**src/rtl/spi_fifo_pkg.sv**
```systemverilog
// Package: register addresses and vector bit positions shared by the FIFO
// status unit and its bench. Assumes a 4-bit register address space.
package spi_fifo_pkg;
    localparam logic [3:0] ADR_TX_THR  = 4'd0;
    localparam logic [3:0] ADR_RX_THR  = 4'd1;
    localparam logic [3:0] ADR_TX_DMAL = 4'd2;
    localparam logic [3:0] ADR_RX_DMAL = 4'd3;
    localparam logic [3:0] ADR_TX_LVL  = 4'd4;
    localparam logic [3:0] ADR_RX_LVL  = 4'd5;
    localparam logic [3:0] ADR_STATUS  = 4'd6;
    localparam logic [3:0] ADR_MASK    = 4'd7;
    localparam logic [3:0] ADR_RAW     = 4'd8;
    localparam logic [3:0] ADR_MASKED  = 4'd9;
    localparam logic [3:0] ADR_CLEAR   = 4'd10;
    localparam logic [3:0] ADR_DMA_EN  = 4'd11;
    localparam logic [3:0] ADR_DATA    = 4'd12;

    localparam int NUM_LIMITS = 4;
    localparam int VEC_W      = 5;

    // interrupt vector bit positions
    localparam int IV_TX_LOW  = 0;
    localparam int IV_TX_OVF  = 1;
    localparam int IV_RX_UDF  = 2;
    localparam int IV_RX_OVF  = 3;
    localparam int IV_RX_HIGH = 4;

    // clear word bit positions
    localparam int CL_ALL    = 0;
    localparam int CL_RX_UDF = 1;
    localparam int CL_RX_OVF = 2;
    localparam int CL_TX_OVF = 3;
endpackage

```
**src/rtl/spi_sync_queue.sv**
```systemverilog
// Module: synchronous circular queue with an occupancy count.
// Assumes push and pop arrive already qualified: never push when full,
// never pop when empty. The head word is shown combinationally.
module spi_sync_queue #(
    parameter int DEPTH = 32,
    parameter int DW    = 16,
    localparam int LW   = $clog2(DEPTH + 1),
    localparam int PW   = (DEPTH > 1) ? $clog2(DEPTH) : 1
) (
    input  logic          clk,
    input  logic          rst_n,
    input  logic          push,
    input  logic [DW-1:0] push_data,
    input  logic          pop,
    output logic [DW-1:0] head,
    output logic [LW-1:0] count,
    output logic          full,
    output logic          empty
);
    logic [DW-1:0] mem [DEPTH];
    logic [PW-1:0] wr_ptr, rd_ptr;

    // storage write; no reset needed on data
    always_ff @(posedge clk) begin
        if (push) mem[wr_ptr] <= push_data;
    end

    // pointer and count update with explicit wrap
    always_ff @(posedge clk) begin
        if (!rst_n) begin
            wr_ptr <= '0;
            rd_ptr <= '0;
            count  <= '0;
        end else begin
            if (push) wr_ptr <= (wr_ptr == PW'(DEPTH - 1)) ? '0 : wr_ptr + 1'b1;
            if (pop)  rd_ptr <= (rd_ptr == PW'(DEPTH - 1)) ? '0 : rd_ptr + 1'b1;
            case ({push, pop})
                2'b10:   count <= count + 1'b1;
                2'b01:   count <= count - 1'b1;
                default: count <= count;
            endcase
        end
    end

    assign head  = mem[rd_ptr];
    assign full  = (count == LW'(DEPTH));
    assign empty = (count == '0);


    count_bound_chk: assert property (@(posedge clk) disable iff (!rst_n)
        count <= LW'(DEPTH));

    push_full_chk: assert property (@(posedge clk) disable iff (!rst_n)
        full |-> !push);

    pop_empty_chk: assert property (@(posedge clk) disable iff (!rst_n)
        empty |-> !pop);
endmodule

```
**src/rtl/spi_limit_reg.sv**
```systemverilog
// Module: level register that accepts only values below the queue depth.
// Assumes the write strobe is already decoded for this register.
module spi_limit_reg #(
    parameter int DEPTH = 32,
    parameter int DW    = 16,
    localparam int LW   = $clog2(DEPTH + 1)
) (
    input  logic          clk,
    input  logic          rst_n,
    input  logic          we,
    input  logic [DW-1:0] wdata,
    output logic [LW-1:0] value
);
    logic in_range;
    assign in_range = (32'(wdata) < DEPTH);

    // hold value; take a write only when it is in range
    always_ff @(posedge clk) begin
        if (!rst_n)               value <= '0;
        else if (we && in_range)  value <= wdata[LW-1:0];
    end


    limit_keep_chk: assert property (@(posedge clk) disable iff (!rst_n)
        (we && !in_range) |=> $stable(value));

    limit_take_chk: assert property (@(posedge clk) disable iff (!rst_n)
        (we && in_range) |=> (32'(value) < DEPTH));
endmodule

```
**src/rtl/spi_irq_unit.sv**
```systemverilog
// Module: interrupt vector with sticky error flags, clear decode and mask.
// Assumes set pulses are single-cycle and the clear word is qualified by
// its write strobe. A set in the same cycle as its clear wins.
module spi_irq_unit
    import spi_fifo_pkg::*;
#(
    parameter int DEPTH = 32,
    localparam int LW   = $clog2(DEPTH + 1)
) (
    input  logic             clk,
    input  logic             rst_n,
    input  logic             set_tx_ovf,
    input  logic             set_rx_udf,
    input  logic             set_rx_ovf,
    input  logic             clr_we,
    input  logic [3:0]       clr_word,
    input  logic             mask_we,
    input  logic [VEC_W-1:0] mask_wdata,
    input  logic [LW-1:0]    tx_lvl,
    input  logic [LW-1:0]    tx_thr,
    input  logic [LW-1:0]    rx_lvl,
    input  logic [LW-1:0]    rx_thr,
    output logic [VEC_W-1:0] mask,
    output logic [VEC_W-1:0] raw,
    output logic [VEC_W-1:0] masked,
    output logic             irq
);
    logic tx_ovf_q, rx_udf_q, rx_ovf_q;
    logic clr_txo, clr_rxu, clr_rxo;

    assign clr_txo = clr_we && (clr_word[CL_ALL] || clr_word[CL_TX_OVF]);
    assign clr_rxu = clr_we && (clr_word[CL_ALL] || clr_word[CL_RX_UDF]);
    assign clr_rxo = clr_we && (clr_word[CL_ALL] || clr_word[CL_RX_OVF]);

    // sticky error flags: set on event, clear on request
    always_ff @(posedge clk) begin
        if (!rst_n) begin
            tx_ovf_q <= 1'b0;
            rx_udf_q <= 1'b0;
            rx_ovf_q <= 1'b0;
        end else begin
            tx_ovf_q <= set_tx_ovf || (tx_ovf_q && !clr_txo);
            rx_udf_q <= set_rx_udf || (rx_udf_q && !clr_rxu);
            rx_ovf_q <= set_rx_ovf || (rx_ovf_q && !clr_rxo);
        end
    end

    // mask register
    always_ff @(posedge clk) begin
        if (!rst_n)       mask <= '0;
        else if (mask_we) mask <= mask_wdata;
    end

    // raw vector assembly from levels and sticky flags
    always_comb begin
        raw             = '0;
        raw[IV_TX_LOW]  = (tx_lvl <= tx_thr);
        raw[IV_TX_OVF]  = tx_ovf_q;
        raw[IV_RX_UDF]  = rx_udf_q;
        raw[IV_RX_OVF]  = rx_ovf_q;
        raw[IV_RX_HIGH] = (rx_lvl > rx_thr);
    end

    assign masked = raw & mask;
    assign irq    = |masked;


    txo_sticky_chk: assert property (@(posedge clk) disable iff (!rst_n)
        (tx_ovf_q && !clr_we) |=> tx_ovf_q);

    rxo_sticky_chk: assert property (@(posedge clk) disable iff (!rst_n)
        (rx_ovf_q && !clr_we) |=> rx_ovf_q);

    clr_all_chk: assert property (@(posedge clk) disable iff (!rst_n)
        (clr_we && clr_word[CL_ALL] && !set_tx_ovf && !set_rx_udf && !set_rx_ovf)
        |=> (raw[IV_TX_OVF] == 1'b0 && raw[IV_RX_UDF] == 1'b0 && raw[IV_RX_OVF] == 1'b0));

    irq_mask_chk: assert property (@(posedge clk) disable iff (!rst_n)
        (mask == '0) |-> !irq);
endmodule

```
**src/rtl/spi_fifo_irq_ctrl.sv**
```systemverilog
// Module: top of the SPI queue status unit. Owns both queues, the four
// level registers, the DMA enables, register decode and read mux.
// Assumes reg_wr and reg_rd are single-cycle strobes and DW >= LW, DW >= 5.
module spi_fifo_irq_ctrl
    import spi_fifo_pkg::*;
#(
    parameter int DEPTH = 32,
    parameter int DW    = 16
) (
    input  logic          clk,
    input  logic          rst_n,
    input  logic          reg_wr,
    input  logic          reg_rd,
    input  logic [3:0]    reg_addr,
    input  logic [DW-1:0] reg_wdata,
    output logic [DW-1:0] reg_rdata,
    input  logic          eng_busy,
    input  logic          tx_pop,
    output logic [DW-1:0] tx_data,
    output logic          tx_avail,
    input  logic          rx_push,
    input  logic [DW-1:0] rx_data,
    output logic          irq,
    output logic          tx_dma_req,
    output logic          rx_dma_req
);
    localparam int LW = $clog2(DEPTH + 1);

    logic [LW-1:0]    limits [NUM_LIMITS];
    logic [LW-1:0]    tx_lvl, rx_lvl;
    logic             tx_full, tx_empty, rx_full, rx_empty;
    logic [DW-1:0]    rx_head;
    logic             data_wr, data_rd;
    logic             tx_push_ok, rx_pop_ok, tx_pop_ok, rx_push_ok;
    logic             tx_ovf_ev, rx_udf_ev, rx_ovf_ev;
    logic [1:0]       dma_en;
    logic [VEC_W-1:0] status, mask, raw, masked;

    // access qualification for the data register and the shifter ports
    assign data_wr    = reg_wr && (reg_addr == ADR_DATA);
    assign data_rd    = reg_rd && (reg_addr == ADR_DATA);
    assign tx_push_ok = data_wr && !tx_full;
    assign tx_ovf_ev  = data_wr && tx_full;
    assign rx_pop_ok  = data_rd && !rx_empty;
    assign rx_udf_ev  = data_rd && rx_empty;
    assign tx_pop_ok  = tx_pop && !tx_empty;
    assign rx_push_ok = rx_push && !rx_full;
    assign rx_ovf_ev  = rx_push && rx_full;

    // four range-limited level registers at addresses 0..3
    for (genvar g = 0; g < NUM_LIMITS; g++) begin : g_limit
        spi_limit_reg #(.DEPTH(DEPTH), .DW(DW)) u_limit (
            .clk   (clk),
            .rst_n (rst_n),
            .we    (reg_wr && (reg_addr == 4'(g))),
            .wdata (reg_wdata),
            .value (limits[g])
        );
    end

    spi_sync_queue #(.DEPTH(DEPTH), .DW(DW)) u_txq (
        .clk       (clk),
        .rst_n     (rst_n),
        .push      (tx_push_ok),
        .push_data (reg_wdata),
        .pop       (tx_pop_ok),
        .head      (tx_data),
        .count     (tx_lvl),
        .full      (tx_full),
        .empty     (tx_empty)
    );

    spi_sync_queue #(.DEPTH(DEPTH), .DW(DW)) u_rxq (
        .clk       (clk),
        .rst_n     (rst_n),
        .push      (rx_push_ok),
        .push_data (rx_data),
        .pop       (rx_pop_ok),
        .head      (rx_head),
        .count     (rx_lvl),
        .full      (rx_full),
        .empty     (rx_empty)
    );

    spi_irq_unit #(.DEPTH(DEPTH)) u_irq (
        .clk        (clk),
        .rst_n      (rst_n),
        .set_tx_ovf (tx_ovf_ev),
        .set_rx_udf (rx_udf_ev),
        .set_rx_ovf (rx_ovf_ev),
        .clr_we     (reg_wr && (reg_addr == ADR_CLEAR)),
        .clr_word   (reg_wdata[3:0]),
        .mask_we    (reg_wr && (reg_addr == ADR_MASK)),
        .mask_wdata (reg_wdata[VEC_W-1:0]),
        .tx_lvl     (tx_lvl),
        .tx_thr     (limits[0]),
        .rx_lvl     (rx_lvl),
        .rx_thr     (limits[1]),
        .mask       (mask),
        .raw        (raw),
        .masked     (masked),
        .irq        (irq)
    );

    // DMA enable register
    always_ff @(posedge clk) begin
        if (!rst_n)                                   dma_en <= 2'b00;
        else if (reg_wr && (reg_addr == ADR_DMA_EN))  dma_en <= reg_wdata[1:0];
    end

    assign tx_avail   = !tx_empty;
    assign tx_dma_req = dma_en[1] && (tx_lvl <= limits[2]);
    assign rx_dma_req = dma_en[0] && (rx_lvl > limits[3]);
    assign status     = {rx_full, rx_empty, tx_empty, tx_full, eng_busy};

    // register read mux, zero-extended
    always_comb begin
        reg_rdata = '0;
        case (reg_addr)
            ADR_TX_THR:  reg_rdata[LW-1:0]    = limits[0];
            ADR_RX_THR:  reg_rdata[LW-1:0]    = limits[1];
            ADR_TX_DMAL: reg_rdata[LW-1:0]    = limits[2];
            ADR_RX_DMAL: reg_rdata[LW-1:0]    = limits[3];
            ADR_TX_LVL:  reg_rdata[LW-1:0]    = tx_lvl;
            ADR_RX_LVL:  reg_rdata[LW-1:0]    = rx_lvl;
            ADR_STATUS:  reg_rdata[VEC_W-1:0] = status;
            ADR_MASK:    reg_rdata[VEC_W-1:0] = mask;
            ADR_RAW:     reg_rdata[VEC_W-1:0] = raw;
            ADR_MASKED:  reg_rdata[VEC_W-1:0] = masked;
            ADR_DMA_EN:  reg_rdata[1:0]       = dma_en;
            ADR_DATA:    reg_rdata            = rx_empty ? '0 : rx_head;
            default:     reg_rdata            = '0;
        endcase
    end


    udf_zero_chk: assert property (@(posedge clk) disable iff (!rst_n)
        rx_udf_ev |-> (reg_rdata == '0));

    tx_drop_chk: assert property (@(posedge clk) disable iff (!rst_n)
        (tx_ovf_ev && !tx_pop) |=> (tx_lvl == LW'(DEPTH)));

    rx_drop_chk: assert property (@(posedge clk) disable iff (!rst_n)
        (rx_ovf_ev && !data_rd) |=> raw[IV_RX_OVF]);

    dma_off_chk: assert property (@(posedge clk) disable iff (!rst_n)
        (dma_en == 2'b00) |-> (!tx_dma_req && !rx_dma_req));
endmodule

```
**config.mk**
```make
export PLATFORM = sky130hd
export DESIGN_NAME = spi_fifo_irq_ctrl
export DESIGN_NICKNAME = d
export VERILOG_FILES = /design/src/rtl/spi_fifo_pkg.sv /design/src/rtl/spi_sync_queue.sv /design/src/rtl/spi_limit_reg.sv /design/src/rtl/spi_irq_unit.sv /design/src/rtl/spi_fifo_irq_ctrl.sv
export SDC_FILE = /design/constraint.sdc
export NUM_CORES = 1
export LEC_CHECK = 0
export ABC_CLOCK_PERIOD_IN_PS = 7350
export BUFFER_PORTS_ARGS = -buffer_cell sky130_fd_sc_hd__buf_4
export CORE_MARGIN = 5
export CORE_UTILIZATION = 55
export CTS_BUF_LIST = sky130_fd_sc_hd__clkbuf_4 sky130_fd_sc_hd__clkbuf_8
export DETAILED_ROUTE_END_ITERATION = 10
export PLACE_DENSITY = 0.71
export SLEW_MARGIN = 30
export SYNTH_ARGS = -nofsm -noshare
export SYNTH_HDL_FRONTEND = slang
export SYNTH_SLANG_ARGS = --single-unit
```
**constraint.sdc**
```tcl
create_clock -name clk -period 7.35 [get_ports clk]
set_input_delay 1.8375 -clock clk [delete_from_list [all_inputs] [get_ports clk]]
set_output_delay 1.8375 -clock clk [all_outputs]
set_load 0.005 [all_outputs]
```
==> run_results.csv, run 1 <==
group,metric,value,unit
setup_path,crit_chain,"buf_4, nand2_1, nor3_2, nor2b_1, nand2b_1, a211oi_1, or3_1, buf_4",
synth,ys_ff_latch,1100,
setup_path,cp_top_family,"simple AND/OR/NAND/NOR gates",
setup_path,r2r_end,"u_rxq.count[5]$_SDFFE_PN0P_",
grt,grt_max_degree,67,
sta,rsz0062_at_grt,"no",
sta,final_max_slew_viol_count,0,
synth,synth_common_cells,"edfxtp_1, mux4_2, nor2_1",
synth,synth_top_area_cell,"edfxtp_1",
cts,cts.hold.buffers_added,0,
power_and_ir_drop,vdd_drop_max,176.4,uV
drt,vias,21840,
setup_path,critPathMaxStageDelay,0.49,ns
sta,clock_skew,0.04217,ns
synth,async_flop_share,0,%
cells_and_area,ff_latch_area,32300,sq um
setup_path,r2r_start,"u_rxq.count[1]$_SDFFE_PN0P_",
setup_path,crit_path_top_delay_cell,"nand2b_1",
cells_and_area,drive_above_1_share,32.93,%
sta,whs,0.4319,ns
cts,h-tree-depth,4,
cts,clock_sinks,1100,
setup_path,cpMostUsedCell,"buf_4",
grt,track_usage,22.63,%
drt,routed_wl,97140,um
cells_and_area,area_growth_syn_to_layout,12.79,%
setup_path,critPathCapture,"reg_rdata[1]",
cts,cts-root-buf,"clkbuf_8",
setup_path,path_buf_inv,2,
floorplan,io-pin-count,79,
floorplan,die_area,85510,sq um
setup_path,worst-path-max-fanout,20,
synth,syn-num-nets,2235,
grt,antenna_found_initial,5,
floorplan,row_count,103,
cts,ctsResizeCount,0,
sta,setup_tns,0,ns
cts,path_clk_slew,0.07,ns
synth,synthFlopType,"edfxtp_1",
power_and_ir_drop,pwr_density_cell,250.3,nW/um^2
drt,drt_iter0_markers,2087,
drt,viasPerCell,6.179,
status,status,"finished, final reports clean",
synth,ys_warn_count,0,
worst_hold_path,hold_class,"flip-flop to flip-flop",
setup_path,cp-start-kind,"input port",
floorplan,start_util,55.53,%
placed_design,gp_congestion,0.9055,
synth,syn_area,43870,sq um
cells_and_area,fillCellCount,5352,
placed_design,hpwl,55780,um
setup_path,rrSetupSlack,3.71,ns
grt,grt_overflow_total,0,
cts,cts_made_buffers,172,
cts,clk_latency,0.82,ns
setup_path,path_class,"input port to primary output",
cts,postCtsSetupRepairBufs,0,
synth,synth_top_area_share,70.10,%
synth,synth_edf_count,1024,
cells_and_area,layout.nets,2455,
cts,cts_max_path_buffers,3,
job,max_cap_viol_count,0,
synth,synth_cell_types,60,
setup_path,startpoint,"reg_addr[2]",
sta,slew_headroom,39.14,%
drt,wire_per_inst,27.48,um
synth,netlist_instances,2142,
sta,tightest_slew,0.9117,ns
grt,first_global_vias,22720,
placed_design,io_buffers,78,
synth,ys_seq_area_share,73.57,%
cells_and_area,fin_util,62.63,%
grt,grt_pass1_wl,144000,um
setup_path,cp_num_cells,8,
setup_path,critPathCaptureType,"primary output",
setup_path,cp_data_arrival_time,3.97,ns
sta,finalCritPeriodShare,79.01,%
setup_path,r2r_cells,11,
cts,cts_tree,"yes",
sta,setup_viol,0,
power_and_ir_drop,p_leak,15.47,nW
drt,drc,0,
sta,clock.fmax,172.2,MHz
sta,period_minus_slack,5.807,ns
floorplan,dieHeight,292.4,um
drt,antenna_left,0,
synth,synth.most_common_cell,"edfxtp_1",
synth,avgSynthCellArea,20.48,sq um
floorplan,die_x,292.4,um
sta,finalHoldViolations,0,
synth,synthTopCellsByArea,"edfxtp_1, mux4_2, dfxtp_1",
setup_path,cp_data_required_time,5.51,ns
cells_and_area,multi_input_comb_area,11070,sq um
floorplan,core_area,79000,sq um
drt,firstDrtPassIters,5,
-- routing by layer --
| metal | share of wire (%) | vias up | routed length [um] | GRT usage (%) |
|---|---|---|---|---|
| met1 | 39 | 11490 | 37920 | 29.98 |
| li1 | - | 9283 | - | - |
| met2 | 52 | 898 | 50890 | 39.28 |
| met4 | 2.3 | 2 | 2222 | 6.488 |
| met5 | 0.017 | - | 17 | 0 |
| met3 | 6.3 | 169 | 6094 | 3.935 |
-- placed cells by master (no fill, tap or decap), types with 5 or more instances in the layout --
cell type  Yosys  layout
nand3_1       17      17
nor3_1         9       9
nand2b_1       7       7
nor2_1        89      37
buf_4          7     147
nor2_4         0       6
mux2i_1       46      46
a22oi_1        5       5
clkinv_1       0      32
nand4_1        6       6
mux2_2        18      18
nand2_1       54      54
a211oi_1      15      15
a21boi_0      14      14
nand3b_1      14      14
and3_1         8       8
edfxtp_1    1024    1024
clkbuf_8       0     175
dfxtp_4        0       6
and2_1        13      13
clkbuf_4       0      61
mux4_2       311     311
nor2b_1       53      53
clkinv_2       0      10
a31oi_1        9       9
o21ai_0       26      26
dfxtp_1       76      68
inv_1         60      60
o22ai_1       11      11
xor2_1         6       6
a21oi_1       19      19
ha_1          48      48
a21o_1         7       7
or4_1          6       6
nor2_2         0      46
nor4_1         6       6
-- layout make-up --
class                      instances  share of cell area, %
antenna                            1               0.005058
clock inverter                    60                 0.9938
multi-input combinational        875                  22.37
inverter                          61                 0.4628
clock buffer                     236                  5.794
sequential                      1100                  65.27
tap                             1050                  2.655
timing repair buffer             152                  2.448
-- sequential cells by signal, summed over array words and instances, names as in the netlist, named ones only --
| signal | flops |
|---|---|
| u_rxq.mem | 512 |
| u_txq.mem | 512 |
| g_limit.u_limit.value | 24 |
| u_rxq.count | 6 |
| u_txq.count | 6 |
| u_irq.mask | 5 |
| u_rxq.rd_ptr | 5 |
| u_rxq.wr_ptr | 5 |
| u_txq.rd_ptr | 5 |
| u_txq.wr_ptr | 5 |
| dma_en | 2 |
| u_irq.rx_ovf_q | 1 |
| u_irq.rx_udf_q | 1 |
| u_irq.tx_ovf_q | 1 |
-- power breakdown --
part	internal [mW]	switching, mW	total [mW]	leakage [nW]
logic	0.214	0.266	0.480	3.87
clock network	2.66	2.35	5.01	1.77
registers	6.86	0.0317	6.89	9.83
total	9.73	2.65	12.4	15.5
-- worst min path at each step --
stage / startpoint / depth (start not counted) / to
after floorplan: g_limit[2].u_limit.value[5]$_SDFFE_PN0P_ / 2 / g_limit[2].u_limit.value[5]$_SDFFE_PN0P_
after global placement: g_limit[2].u_limit.value[5]$_SDFFE_PN0P_ / 2 / g_limit[2].u_limit.value[5]$_SDFFE_PN0P_
after detailed placement: g_limit[2].u_limit.value[5]$_SDFFE_PN0P_ / 2 / g_limit[2].u_limit.value[5]$_SDFFE_PN0P_
after CTS: g_limit[2].u_limit.value[5]$_SDFFE_PN0P_ / 2 / g_limit[2].u_limit.value[5]$_SDFFE_PN0P_
after global routing: g_limit[2].u_limit.value[5]$_SDFFE_PN0P_ / 2 / g_limit[2].u_limit.value[5]$_SDFFE_PN0P_
final: g_limit[2].u_limit.value[5]$_SDFFE_PN0P_ / 2 / g_limit[2].u_limit.value[5]$_SDFFE_PN0P_
-- cell families after synthesis --
family	count (synthesis)	synth area share (%)
and+or+nand+nor	307	3.691
AOI/OAI and AO/OA	133	2.034
buffers and inverters	167	1.572
xor gates and xnor gates	10	0.1996
muxes	375	17.48
adders and majority gates	50	1.460
DFF	1100	73.57
-- metrics by stage --
step                      std cells  setup WS [ns]  instance area (sq um)  total power [mW]
final                          3535          1.543                  49480             12.38
after global routing           3535          1.384                  49480             12.81
after CTS                      3532          1.470                  49430             12.47
after detailed placement       3236          1.640                  46070             7.503
after global placement         3236          1.671                  46040             7.486
after floorplan                2142          2.309                  43870             7.297
-- worst reg2reg max path: stages (launching register included) --
cell,delay [ns]
dfxtp_1,0.42
or4_1,0.60
nor3b_1,0.42
nor2b_1,0.27
inv_1,0.23
ha_1,0.34
ha_1,0.29
a21o_1,0.17
a21oi_1,0.25
o311ai_0,0.20
xor2_1,0.17
and2_1,0.17
No activity file was read; power rests on OpenSTA's default activity.
==> run 2, diff against run 1 <==
Settings changed: ABC_CLOCK_PERIOD_IN_PS 7350 to 5910.
Clock period 7.35 ns to 5.91 ns, I/O delays scaled along.
==> run_results.csv, run 2 (same netlist as run 1, synthesis figures left out) <==
group,metric,value,unit
sta,tightest_slew,0.9412,ns
cells_and_area,final_cell_mix,"edfxtp_1, mux4_2, clkbuf_8",
cells_and_area,largestRegisters,"u_rxq.mem: 512 flops, u_txq.mem: 512 flops, g_limit.u_limit.value: 24 flops",
sta,finalHoldViolations,0,
cts,cts_made_buffers,171,
floorplan,die_x,292.4,um
placed_design,gp_congestion,0.8904,
job,max_cap_viol_count,0,
drt,vias,21740,
cts,clk_latency,0.83,ns
setup_path,crit_chain,"buf_4, mux4_2, nor2b_1, a211oi_1, a211o_1, nand4_1, buf_4",
floorplan,start_util,55.53,%
cts,clock_sinks,1100,
sta,setup_tns,0,ns
sta,finalCritPeriodShare,88.78,%
cts,h-tree-depth,4,
drt,routed_wl,96690,um
setup_path,worst-path-max-fanout,26,
cts,cts-root-buf,"clkbuf_8",
floorplan,core_area,79000,sq um
grt,antenna_found_initial,4,
setup_path,path_buf_inv,2,
floorplan,dieHeight,292.4,um
setup_path,cp_top_family,"flip-flops",
grt,grt_pass1_wl,144100,um
setup_path,crit_path_top_delay_cell,"dfxtp_4",
cells_and_area,drive_above_1_share,32.65,%
setup_path,cpMostUsedCell,"buf_4",
power_and_ir_drop,pwr_density_cell,312.4,nW/um^2
sta,final_max_slew_viol_count,0,
cts,cts_tree,"yes",
drt,antenna_left,0,
floorplan,row_count,103,
grt,track_usage,22.80,%
placed_design,postPlaceCellArea,46120,sq um
drt,wire_per_inst,27.23,um
setup_path,critPathMaxStageDelay,0.75,ns
drt,drc,0,
drt,drt_iter0_markers,2154,
sta,rsz0062_at_grt,"no",
setup_path,critPathCaptureType,"primary output",
grt,first_global_vias,22700,
setup_path,r2r_cells,11,
cts,cts.hold.buffers_added,0,
setup_path,cp_num_cells,7,
cells_and_area,postLayoutCellArea,49530,sq um
cells_and_area,area_growth_syn_to_layout,12.91,%
cts,postCtsSetupRepairBufs,0,
placed_design,hpwl,56930,um
cells_and_area,fillCellCount,5284,
setup_path,cp_data_arrival_time,3.77,ns
sta,clock.fmax,190.6,MHz
sta,period_minus_slack,5.247,ns
setup_path,path_class,"flip-flop to primary output",
sta,clock_skew,0.04001,ns
floorplan,die_area,85510,sq um
worst_hold_path,hold_depth,2,
power_and_ir_drop,p_leak,15.50,nW
cells_and_area,layout.nets,2456,
power_and_ir_drop,vdd_drop_max,231.1,uV
sta,slew_headroom,37.17,%
drt,firstDrtPassIters,5,
grt,grt_max_degree,71,
cts,ctsResizeCount,0,
status,status,"finished, final reports clean",
floorplan,io-pin-count,79,
drt,viasPerCell,6.123,
cts,path_clk_slew,0.06,ns
sta,setup_viol,0,
cts,cts_max_path_buffers,3,
placed_design,io_buffers,78,
cells_and_area,mostFrequentLayoutCell,"edfxtp_1",
setup_path,cp_data_required_time,4.43,ns
grt,grt_overflow_total,0,
setup_path,cp-start-kind,"flip-flop",
sta,whs,0.4465,ns
worst_hold_path,hold_class,"flip-flop to flip-flop",
[run 2: path summary, 6_finish.rpt]
| kind | startpoint | endpoint | slack, ns |
|---|---|---|---|
| worst min register to register | g_limit[2].u_limit.value[5]$_SDFFE_PN0P_ | g_limit[2].u_limit.value[5]$_SDFFE_PN0P_ | 0.45 |
| worst max register to register | u_rxq.count[1]$_SDFFE_PN0P_ | u_rxq.count[5]$_SDFFE_PN0P_ | 2.28 |
| worst min-delay path | g_limit[2].u_limit.value[5]$_SDFFE_PN0P_ | g_limit[2].u_limit.value[5]$_SDFFE_PN0P_ | 0.45 |
| worst max-delay path | flip-flop | reg_rdata[4] | 0.66 |
[run 2: cell type report]
cell class	count	area, sq um	area share (%)
diodes	2	5.005	0.01010
clock buffers	221	2748	5.548
clock inverters	88	659.4	1.331
inverters	61	229.0	0.4623
multi-input cells	875	11060	22.33
flip-flops and latches	1100	32290	65.20
well taps	1050	1314	2.653
repair buffers	154	1219	2.461
[run 2: per-layer routing]
| metal | wire length [um] | GRT usage [%] |
|---|---|---|
| met1 | 37710 | 30.64 |
| met2 | 49680 | 38.38 |
| met3 | 6654 | 4.200 |
| met4 | 2644 | 7.712 |
| met5 | 0 | 0 |
[run 2: power breakdown]
part | switching [mW] | total, mW | internal, mW
clock | 2.98 | 6.31 | 3.32
sequential | 0.0339 | 8.56 | 8.53
combinational | 0.336 | 0.603 | 0.267
[run 2: worst register-to-register path: cells and delay by family, from the launching register on]
kind / cells / cell delay [ns]
xor gates and xnor gates: 1 / 0.17
buffers and inverters: 1 / 0.26
adders and majority gates: 2 / 0.65
DFF: 1 / 0.41
and+or+nand+nor: 4 / 1.37
AOI/OAI and AO/OA: 3 / 0.66
[run 2: stage by stage]
step	utilization, %	power (mW)	cells	setup WS, ns
floorplan	-	9.075	2142	1.589
global placement	58.34	9.314	3240	0.9411
detailed placement	58.38	9.336	3240	0.8849
CTS	62.69	15.59	3549	0.5614
global route	62.69	16.03	3550	0.4478
finish	62.70	15.47	3551	0.6628
